[config.mk]
export PLATFORM = sky130hd
export DESIGN_NAME = fm_timer_pair
export DESIGN_NICKNAME = d
export VERILOG_FILES = /design/src/rtl/fm_timer_pkg.sv /design/src/rtl/fm_timer_regs.sv /design/src/rtl/fm_timer_down.sv /design/src/rtl/fm_timer_busy.sv /design/src/rtl/fm_timer_pair.sv
export SDC_FILE = /design/constraint.sdc
export NUM_CORES = 1
export LEC_CHECK = 0
export ABC_AREA = 1
export BUFFER_PORTS_ARGS = -buffer_cell sky130_fd_sc_hd__buf_2
export CORE_UTILIZATION = 51
export CTS_CLUSTER_DIAMETER = 150
export DETAILED_ROUTE_END_ITERATION = 16
export PLACE_DENSITY = 0.7
export SLEW_MARGIN = 20
export SYNTH_ARGS = -nofsm -noshare
export SYNTH_HDL_FRONTEND = slang
export SYNTH_SLANG_ARGS = --single-unit
[constraint.sdc]
create_clock -name clk -period 3.05 [get_ports clk]
set_input_delay 0.1525 -clock clk [delete_from_list [all_inputs] [get_ports clk]]
set_output_delay 0.1525 -clock clk [all_outputs]
set_load 0.01 [all_outputs]
[src/rtl/fm_timer_pkg.sv]
package fm_timer_pkg;
  localparam int ADDR_W = 2;
  localparam int DATA_W = 8;

  localparam logic [ADDR_W-1:0] ADR_A_HI = 2'd0;
  localparam logic [ADDR_W-1:0] ADR_A_LO = 2'd1;
  localparam logic [ADDR_W-1:0] ADR_B    = 2'd2;
  localparam logic [ADDR_W-1:0] ADR_CTRL = 2'd3;

  localparam int CTL_RUN_A = 0;
  localparam int CTL_RUN_B = 1;
  localparam int CTL_FEN_A = 2;
  localparam int CTL_FEN_B = 3;
  localparam int CTL_CLR_A = 4;
  localparam int CTL_CLR_B = 5;

  localparam int ST_FLAG_A = 0;
  localparam int ST_FLAG_B = 1;
  localparam int ST_BUSY   = 7;

  typedef struct packed {
    logic run_a;
    logic run_b;
    logic fen_a;
    logic fen_b;
  } tmr_ctrl_t;
endpackage

[src/rtl/fm_timer_regs.sv]
module fm_timer_regs
  import fm_timer_pkg::*;
#(
  parameter int A_W    = 10,
  parameter int A_LO_W = 2,
  parameter int B_W    = 8
) (
  input  logic              clk,
  input  logic              rst,
  input  logic              wr_en,
  input  logic [ADDR_W-1:0] wr_addr,
  input  logic [DATA_W-1:0] wr_data,
  output logic [A_W-1:0]    reload_a,
  output logic [B_W-1:0]    reload_b,
  output tmr_ctrl_t         ctrl,
  output logic              clr_a,
  output logic              clr_b
);
  localparam int A_HI_W = A_W - A_LO_W;

  always_ff @(posedge clk) begin
    if (rst) begin
      reload_a <= '0;
      reload_b <= '0;
      ctrl     <= '0;
    end else if (wr_en) begin
      case (wr_addr)
        ADR_A_HI: reload_a[A_W-1:A_LO_W] <= wr_data[A_HI_W-1:0];
        ADR_A_LO: reload_a[A_LO_W-1:0]   <= wr_data[A_LO_W-1:0];
        ADR_B:    reload_b               <= wr_data[B_W-1:0];
        default: begin
          ctrl.run_a <= wr_data[CTL_RUN_A];
          ctrl.run_b <= wr_data[CTL_RUN_B];
          ctrl.fen_a <= wr_data[CTL_FEN_A];
          ctrl.fen_b <= wr_data[CTL_FEN_B];
        end
      endcase
    end
  end

  always_comb begin
    clr_a = wr_en && (wr_addr == ADR_CTRL) && wr_data[CTL_CLR_A];
    clr_b = wr_en && (wr_addr == ADR_CTRL) && wr_data[CTL_CLR_B];
  end

  AST_A_LO_KEPT: assert property (@(posedge clk) disable iff (rst)
    (wr_en && wr_addr == ADR_A_HI) |=> reload_a[A_LO_W-1:0] == $past(reload_a[A_LO_W-1:0]));
  AST_A_HI_KEPT: assert property (@(posedge clk) disable iff (rst)
    (wr_en && wr_addr == ADR_A_LO) |=> reload_a[A_W-1:A_LO_W] == $past(reload_a[A_W-1:A_LO_W]));
endmodule

[src/rtl/fm_timer_down.sv]
module fm_timer_down #(
  parameter int W = 10
) (
  input  logic         clk,
  input  logic         rst,
  input  logic         step,
  input  logic [W-1:0] reload,
  output logic         expire
);
  logic [W-1:0] cnt;

  assign expire = step && (cnt == '0);

  always_ff @(posedge clk) begin
    if (rst)          cnt <= '0;
    else if (expire)  cnt <= reload;
    else if (step)    cnt <= cnt - 1'b1;
  end

  AST_RELOAD_ON_ZERO: assert property (@(posedge clk) disable iff (rst)
    (step && cnt == '0) |=> cnt == $past(reload));
  AST_DECREMENT: assert property (@(posedge clk) disable iff (rst)
    (step && cnt != '0) |=> cnt == $past(cnt) - 1'b1);
  AST_HOLD_IDLE: assert property (@(posedge clk) disable iff (rst)
    !step |=> $stable(cnt));
endmodule

[src/rtl/fm_timer_busy.sv]
module fm_timer_busy #(
  parameter int BUSY_CYCLES = 17
) (
  input  logic clk,
  input  logic rst,
  input  logic wr_en,
  output logic busy
);
  localparam int CNT_W = $clog2(BUSY_CYCLES + 1);
  logic [CNT_W-1:0] left;

  always_ff @(posedge clk) begin
    if (rst) begin
      left <= '0;
      busy <= 1'b0;
    end else if (wr_en) begin
      left <= CNT_W'(BUSY_CYCLES - 1);
      busy <= 1'b1;
    end else if (left != '0) begin
      left <= left - 1'b1;
    end else begin
      busy <= 1'b0;
    end
  end

  AST_BUSY_ON_WRITE: assert property (@(posedge clk) disable iff (rst)
    wr_en |=> busy);
  AST_BUSY_HELD: assert property (@(posedge clk) disable iff (rst)
    (busy && left != '0 && !wr_en) |=> busy);
endmodule

[src/rtl/fm_timer_pair.sv]
module fm_timer_pair
  import fm_timer_pkg::*;
#(
  parameter int A_W         = 10,
  parameter int A_LO_W      = 2,
  parameter int B_W         = 8,
  parameter int B_DIV_LOG2  = 4,
  parameter int BUSY_CYCLES = 17
) (
  input  logic              clk,
  input  logic              rst,
  input  logic              period_tick,
  input  logic              wr_en,
  input  logic [ADDR_W-1:0] wr_addr,
  input  logic [DATA_W-1:0] wr_data,
  output logic [DATA_W-1:0] status
);
  logic [A_W-1:0] reload_a;
  logic [B_W-1:0] reload_b;
  tmr_ctrl_t      ctrl;
  logic           clr_a, clr_b;
  logic           exp_a, exp_b;
  logic           flag_a, flag_b, busy;
  logic [B_DIV_LOG2-1:0] pre;
  logic           step_a, step_b;

  fm_timer_regs #(.A_W(A_W), .A_LO_W(A_LO_W), .B_W(B_W)) u_regs (
    .clk(clk), .rst(rst), .wr_en(wr_en), .wr_addr(wr_addr), .wr_data(wr_data),
    .reload_a(reload_a), .reload_b(reload_b), .ctrl(ctrl),
    .clr_a(clr_a), .clr_b(clr_b)
  );

  // Timer B prescaler runs on every tick, independent of enables.
  always_ff @(posedge clk) begin
    if (rst)              pre <= '0;
    else if (period_tick) pre <= pre + 1'b1;
  end

  assign step_a = period_tick && ctrl.run_a;
  assign step_b = period_tick && (pre == '0) && ctrl.run_b;

  fm_timer_down #(.W(A_W)) u_tmr_a (
    .clk(clk), .rst(rst), .step(step_a), .reload(reload_a), .expire(exp_a)
  );
  fm_timer_down #(.W(B_W)) u_tmr_b (
    .clk(clk), .rst(rst), .step(step_b), .reload(reload_b), .expire(exp_b)
  );

  fm_timer_busy #(.BUSY_CYCLES(BUSY_CYCLES)) u_busy (
    .clk(clk), .rst(rst), .wr_en(wr_en), .busy(busy)
  );

  // Set has priority over clear so an overflow is never lost.
  always_ff @(posedge clk) begin
    if (rst) begin
      flag_a <= 1'b0;
      flag_b <= 1'b0;
    end else begin
      if (exp_a && ctrl.fen_a) flag_a <= 1'b1;
      else if (clr_a)          flag_a <= 1'b0;
      if (exp_b && ctrl.fen_b) flag_b <= 1'b1;
      else if (clr_b)          flag_b <= 1'b0;
    end
  end

  always_comb begin
    status            = '0;
    status[ST_FLAG_A] = flag_a;
    status[ST_FLAG_B] = flag_b;
    status[ST_BUSY]   = busy;
  end

  AST_SET_WINS_A: assert property (@(posedge clk) disable iff (rst)
    (exp_a && ctrl.fen_a && clr_a) |=> status[ST_FLAG_A]);
  AST_CLEAR_A: assert property (@(posedge clk) disable iff (rst)
    (clr_a && !exp_a) |=> !status[ST_FLAG_A]);
  AST_NO_FLAG_IDLE_A: assert property (@(posedge clk) disable iff (rst)
    (!ctrl.run_a && !status[ST_FLAG_A]) |=> !status[ST_FLAG_A]);
  AST_PRE_WRAP: assert property (@(posedge clk) disable iff (rst)
    (period_tick && pre == '1) |=> pre == '0);
  AST_SPARE_ZERO: assert property (@(posedge clk) disable iff (rst)
    status[6:2] == 5'd0);
endmodule

==> results of run 1 <==
==> cell usage after synthesis <==
cell,n,area [sq um]
nand3b_1,2,15.0
clkinv_1,1,3.75
nor2_4,3,33.8
nor2_1,41,154
nor3_1,2,10.0
buf_2,1,5.00
a31oi_1,2,12.5
xnor2_1,2,17.5
nor2_2,4,25.0
clkinv_2,1,5.00
dfxtp_1,52,1040
inv_1,40,150
buf_4,9,67.6
nand2_1,68,255
nand3_4,1,17.5
ha_1,6,75.1
a21oi_1,45,225
nand2_2,3,18.8
nor4_1,1,6.26
clkbuf_1,6,22.5
o21ai_1,1,5.00
o211ai_1,5,37.5
conb_1,1,3.75
buf_6,2,22.5
nand3_1,36,180
o21ai_0,35,175
inv_2,3,11.3
==> cell type report <==
class                   instances  area, sq um
clock buffers                   6         72.6
clock inverters                 1         5.00
fillers                       492         2080
inverters                      45          170
multi-input cells             262         1280
flip-flops and latches         52         1040
well taps                      67         83.8
repair buffers                 16         80.1
==> state kept, by name, indices dropped and copies added (netlist names) <==
| register | count |
|---|---|
| u_busy.busy | 1 |
| u_regs.reload_a | 10 |
| pre | 4 |
| flag_b | 1 |
| u_busy.left | 5 |
| u_tmr_a.cnt | 10 |
| u_tmr_b.cnt | 8 |
| u_regs.reload_b | 8 |
| flag_a | 1 |
| u_regs.ctrl | 4 |
==> logic make-up after synthesis <==
family	count (synthesis)	synth area share
XOR/XNOR	2	0.00675
adder cells (fa/ha/maj)	6	0.0289
AND/OR/NAND/NOR	161	0.276
flip-flops	52	0.401
other	1	0.00144
AO/OA/AOI/OAI	88	0.175
buffers and inverters	63	0.111
==> worst max-delay path, delay by kind of cell, from the launching register on <==
family | cells | cell delay, ns
simple gates | 6 | 0.70
flops | 1 | 0.32
fa+ha+maj | 1 | 0.19
buf+inv | 2 | 0.15
compound gates | 1 | 0.12
==> cells in the final DEF (no fill, tap or decap), types with 2 or more instances in the layout <==
cell type / n
o211ai_1: 5
nand2_2: 3
clkinv_2: 2
xnor2_1: 2
inv_2: 3
a21oi_1: 45
clkbuf_8: 5
nor2_4: 3
nor2_1: 41
ha_1: 6
nor2_2: 4
nand3b_1: 2
nand3_1: 36
conb_1: 5
dfxtp_1: 52
a31oi_1: 2
inv_1: 40
nand2_1: 68
nor3_1: 2
o21ai_0: 35
buf_2: 16
==> path summary, 6_finish.rpt <==
path | to | startpoint | slack, ns | cells after the start
hold / removal | u_regs.reload_b[7]$_SDFFE_PP0P_ | wr_data[7] | 0.1 | 3
setup / recovery | u_tmr_a.cnt[9]$_SDFFE_PP0P_ | u_tmr_a.cnt[0]$_SDFFE_PP0P_ | 1.50 | 10
setup reg to reg | u_tmr_a.cnt[9]$_SDFFE_PP0P_ | u_tmr_a.cnt[0]$_SDFFE_PP0P_ | 1.50 | 10
hold reg to reg | u_regs.ctrl[1]$_SDFFE_PP0P_ | u_regs.ctrl[1]$_SDFFE_PP0P_ | 0.46 | 2
==> power by group through the flow <==
stage	Clock [mW]	Combinational, mW	Sequential, mW
floorplan	0	0.143	0.736
global placement	0	0.174	0.740
detailed placement	0	0.176	0.739
CTS	0.381	0.177	0.724
global route	0.402	0.204	0.728
finish	0.366	0.177	0.724
==> metal layers <==
metal / wire length (um) / share of wire
met1: 2680 / 0.52
met2: 2160 / 0.42
met3: 241 / 0.047
met4: 48 / 0.0094
met5: 0 / 0
==> metrics.txt, run 1 <==
met1 Use GR=0.296; IO Port Bufs=16; row count=25; H-Tree Level Count=2; Period Utilization, post-route=0.508; Yosys Warn Count=0; Worst Setup Start Kind=flip-flop; Residual DRC=0; Post-DP Area=2660 sq um; CTS Buf Count=5; clk buf depth=2; Starting DRT DRC Count=175; Antenna Diode Count=0; Starting Density=0.539; post-route cell area=2740 sq um; Worst Slack Setup Final=1.50 ns; Max Cap Violations=0; dpl cells=442; M2 GR Usage=0.314; Setup crit end kind=flip-flop; Syn Inst Count=373; drt total wl=5.13 mm; final net count=402; post-DP HPWL=3.74 mm; CTS tree=done; vias in the first global route=1926; post-synthesis register bit count=52; combinational share of power=0.140; Tot Pwr=1.27 mW; status=finished, final reports clean; RD Place Congestion=0.907; layout cells sized above 1=0.0969; Crit path required time=3.28 ns; RSZ-0062 raised after global routing=no; Layout Cells excl Fill=449; GRT Max-Usage Layer=met2; Unique masters post-synth=27; Syn Area/Cell=6.96 sq um; met3 Use GR=0.0316; Largest stage delay, worst path=0.32 ns; crit path cell chain=inv_1 -> ha_1 -> inv_1 -> nor2_2 -> nand2_1 -> nor2_4 -> nand2_2 -> nand3_1 -> nand2_1 -> a21oi_1; initial antenna violation count=0; vias after detailed routing=2325; CP arrival=1.78 ns; Final Slew Violations=0; Peak VDD IR=0.309 mV; die width=73.4 um; largest net degree at the start of global routing=26; total track usage=0.204; Util after Layout=0.568; Reg power frac=0.572; Hold WC Path Type=in2reg; Pre-antenna DRT Iters=5; mean routed wirelength per cell=11.4 um; Hold Fails Final Rpt=0; Fmax=0.645 GHz; Sw Pwr=0.341 mW; Clock Skews=0.00412 ns; Slew @ Worst Pin=0.614 ns; pre-CTS setup slack=1.53 ns; Setup TNS=0 ns; sequential area share after synthesis=0.401; Power per Cell Area=463 nW/um^2; post-cts sizing count=0; minimum clock period=1.55 ns; mapped cell area=2600 sq um; hold buffers post-CTS=0; die area=5380 sq um; clk_lat worst skew=0.29 ns; max_slew headroom=0.590; area grow syn2layout=5.35%; die height=73.4 um; CTS Root Cell=clkbuf_8; gr ovfl total=0; # Post-CTS Setup Buffers=0; first-pass GRT wire length=8.56 mm; sw frac=0.270; clock share of power=0.289; worst-path fanout max=7; Top Ports=22; clock sink total=52; critical path type=reg2reg; Vias/cell=5.18; post-route ant nets=0; count of final setup violators=0; CORE AREA=4820 sq um; Clock Pin Slew Worst Setup and Hold Paths=0.09 ns; Hold Slack=0.0972 ns; Pint=0.925 mW; slowest CP cell=dfxtp_1; static leakage=1.16 nW
No activity file was read; power rests on OpenSTA's default activity.
==> run 2, diff against run 1 <==
clock period = 1.5 ns   (was 3.05 ns; I/O delays follow)
==> run 2 against run 1 <==
Combinational power up 130%. Design area up 7.3%. Sequential cell count unchanged. Largest cell class unchanged. Core utilization up 4.2 points. Fmax up 7.4%. Clock power rose to 2.6 times the previous value. Critical path type unchanged. Die area unchanged. Non-clock buffer count up 10. Via count up 2.6%.
==> metrics.txt, run 2 (synthesized netlist as in run 1, its figures left out) <==
row count=25; vias in the first global route=2110; CP arrival=1.69 ns; kind of cell adding the most delay to the critical path=simple AND/OR/NAND/NOR gates; first-pass GRT wire length=9.11 mm; static leakage=1.25 nW; Pre-antenna DRT Iters=4; FF-to-FF setup slack=0.06 ns; dpl cells=449; Reg2Reg Depth=9; IO Port Bufs=16; Starting Density=0.539; Antenna Diode Count=0; Layout Cells excl Fill=460; critical path type=reg2reg; RSZ-0062 raised after global routing=yes; stages on the worst setup path=9; number of buffers and inverters on the critical path=2; hold path cells=3; RD Place Congestion=0.855; Crit path required time=1.75 ns; Worst Slack Setup Final=0.0573 ns; Worst Setup Start Kind=flip-flop; CTS Root Cell=clkbuf_8; Clock Skews=0.00816 ns; Peak VDD IR=0.526 mV; Largest stage delay, worst path=0.35 ns; pre-CTS setup slack=0.00400 ns; Setup crit end kind=flip-flop; worst-path fanout max=8; die area=5380 sq um; clock sink total=52; clk buf depth=2; Regs by FF count=u_regs.reload_a x10, u_tmr_a.cnt x10; layout cells sized above 1=0.176; Hold Slack=0.0236 ns; Power per Cell Area=963 nW/um^2; total track usage=0.218; post-DP HPWL=3.80 mm; Final Slew Violations=0; die height=73.4 um; CTS tree=done; Residual DRC=0; drt total wl=5.42 mm; Hold WC Path Type=in2reg; mean routed wirelength per cell=11.8 um; Vias/cell=5.18; Util after Layout=0.609; crit path cell chain=inv_2 -> ha_1 -> nand3_2 -> nor2_4 -> buf_12 -> nand3_1 -> o21ai_1 -> a21oi_2 -> nor2_1; Top Ports=22; final net count=412; H-Tree Level Count=2; Max Cap Violations=0; most frequent cells in the layout=66 x nand2_1, 47 x dfxtp_1, 42 x a21oi_1, 41 x nor2_1, 35 x inv_1; die width=73.4 um; slowest CP cell=dfxtp_2; clk_lat worst skew=0.30 ns; minimum clock period=1.44 ns; count of final setup violators=0; initial antenna violation count=0; area grow syn2layout=13.1%; Fmax=0.693 GHz; commonest non-fill, non-tap cell in the layout=nand2_1; largest net degree at the start of global routing=26; CTS Buf Count=5; gr ovfl total=0; CORE AREA=4820 sq um; Hold Fails Final Rpt=0; post-route ant nets=0; vias after detailed routing=2385; Starting DRT DRC Count=141; status=finished, final reports clean; Clock Pin Slew Worst Setup and Hold Paths=0.10 ns; Period Utilization, post-route=0.962
-- run 2: final cells by class --
class	count	area, sq um
clock buffer	6	72.6
clock inverter	2	35.0
fill	466	1880
inverter	45	173
multi-input combinational	262	1360
sequential	52	1050
tap	67	83.8
timing repair buffer	26	168
-- run 2: worst paths after layout --
check                                     to                         from
max              u_tmr_b.cnt[2]$_SDFFE_PP0P_          pre[1]$_SDFFE_PP0P_
min          u_regs.reload_b[7]$_SDFFE_PP0P_                   wr_data[7]
max reg2reg      u_tmr_b.cnt[2]$_SDFFE_PP0P_          pre[1]$_SDFFE_PP0P_
min reg2reg      u_busy.left[4]$_SDFFE_PP0P_  u_busy.left[4]$_SDFFE_PP0P_
-- run 2: report_power, final --
group	internal, mW	leakage, nW	switching [mW]	total, mW
clock	0.496	0.0552	0.453	0.949
combinational	0.150	0.765	0.252	0.402
sequential	1.44	0.426	0.0359	1.47
-- run 2: stage by stage --
stage,setup TNS (ns),total power [mW],area [sq um]
after global routing,-0.141,2.96,2940
after global placement,0,1.87,2720
final,0,2.83,2940
after detailed placement,0,1.88,2720
after floorplan,0,1.79,2610
after CTS,0,2.82,2850
-- run 2: per-layer routing --
metal / vias to the layer above / global-route usage / wire length (um) / part of all wire
met2: 63 / 0.344 / 2450 / 0.45
met5: - / 0 / 0 / 0
met4: 0 / 0.0940 / 71 / 0.013
li1: 1244 / - / - / -
met1: 1071 / 0.294 / 2640 / 0.49
met3: 7 / 0.0357 / 252 / 0.046
-- run 2: timing repair --
item	CTS	global route
gates resized for setup	5	23
hold buffers	0	0
pin swaps	2	7
buffers inserted	1	2
gates cloned	0	0
endpoints found under the setup margin	4	16
-- run 2: worst register-to-register path, cell delays in order, from the launching register on --
cell and delay [ns]:
dfxtp_2 0.35, inv_2 0.06, ha_1 0.16, nand3_2 0.10, nor2_4 0.25, buf_12 0.15
nand3_1 0.06, o21ai_1 0.10, a21oi_2 0.07, nor2_1 0.08
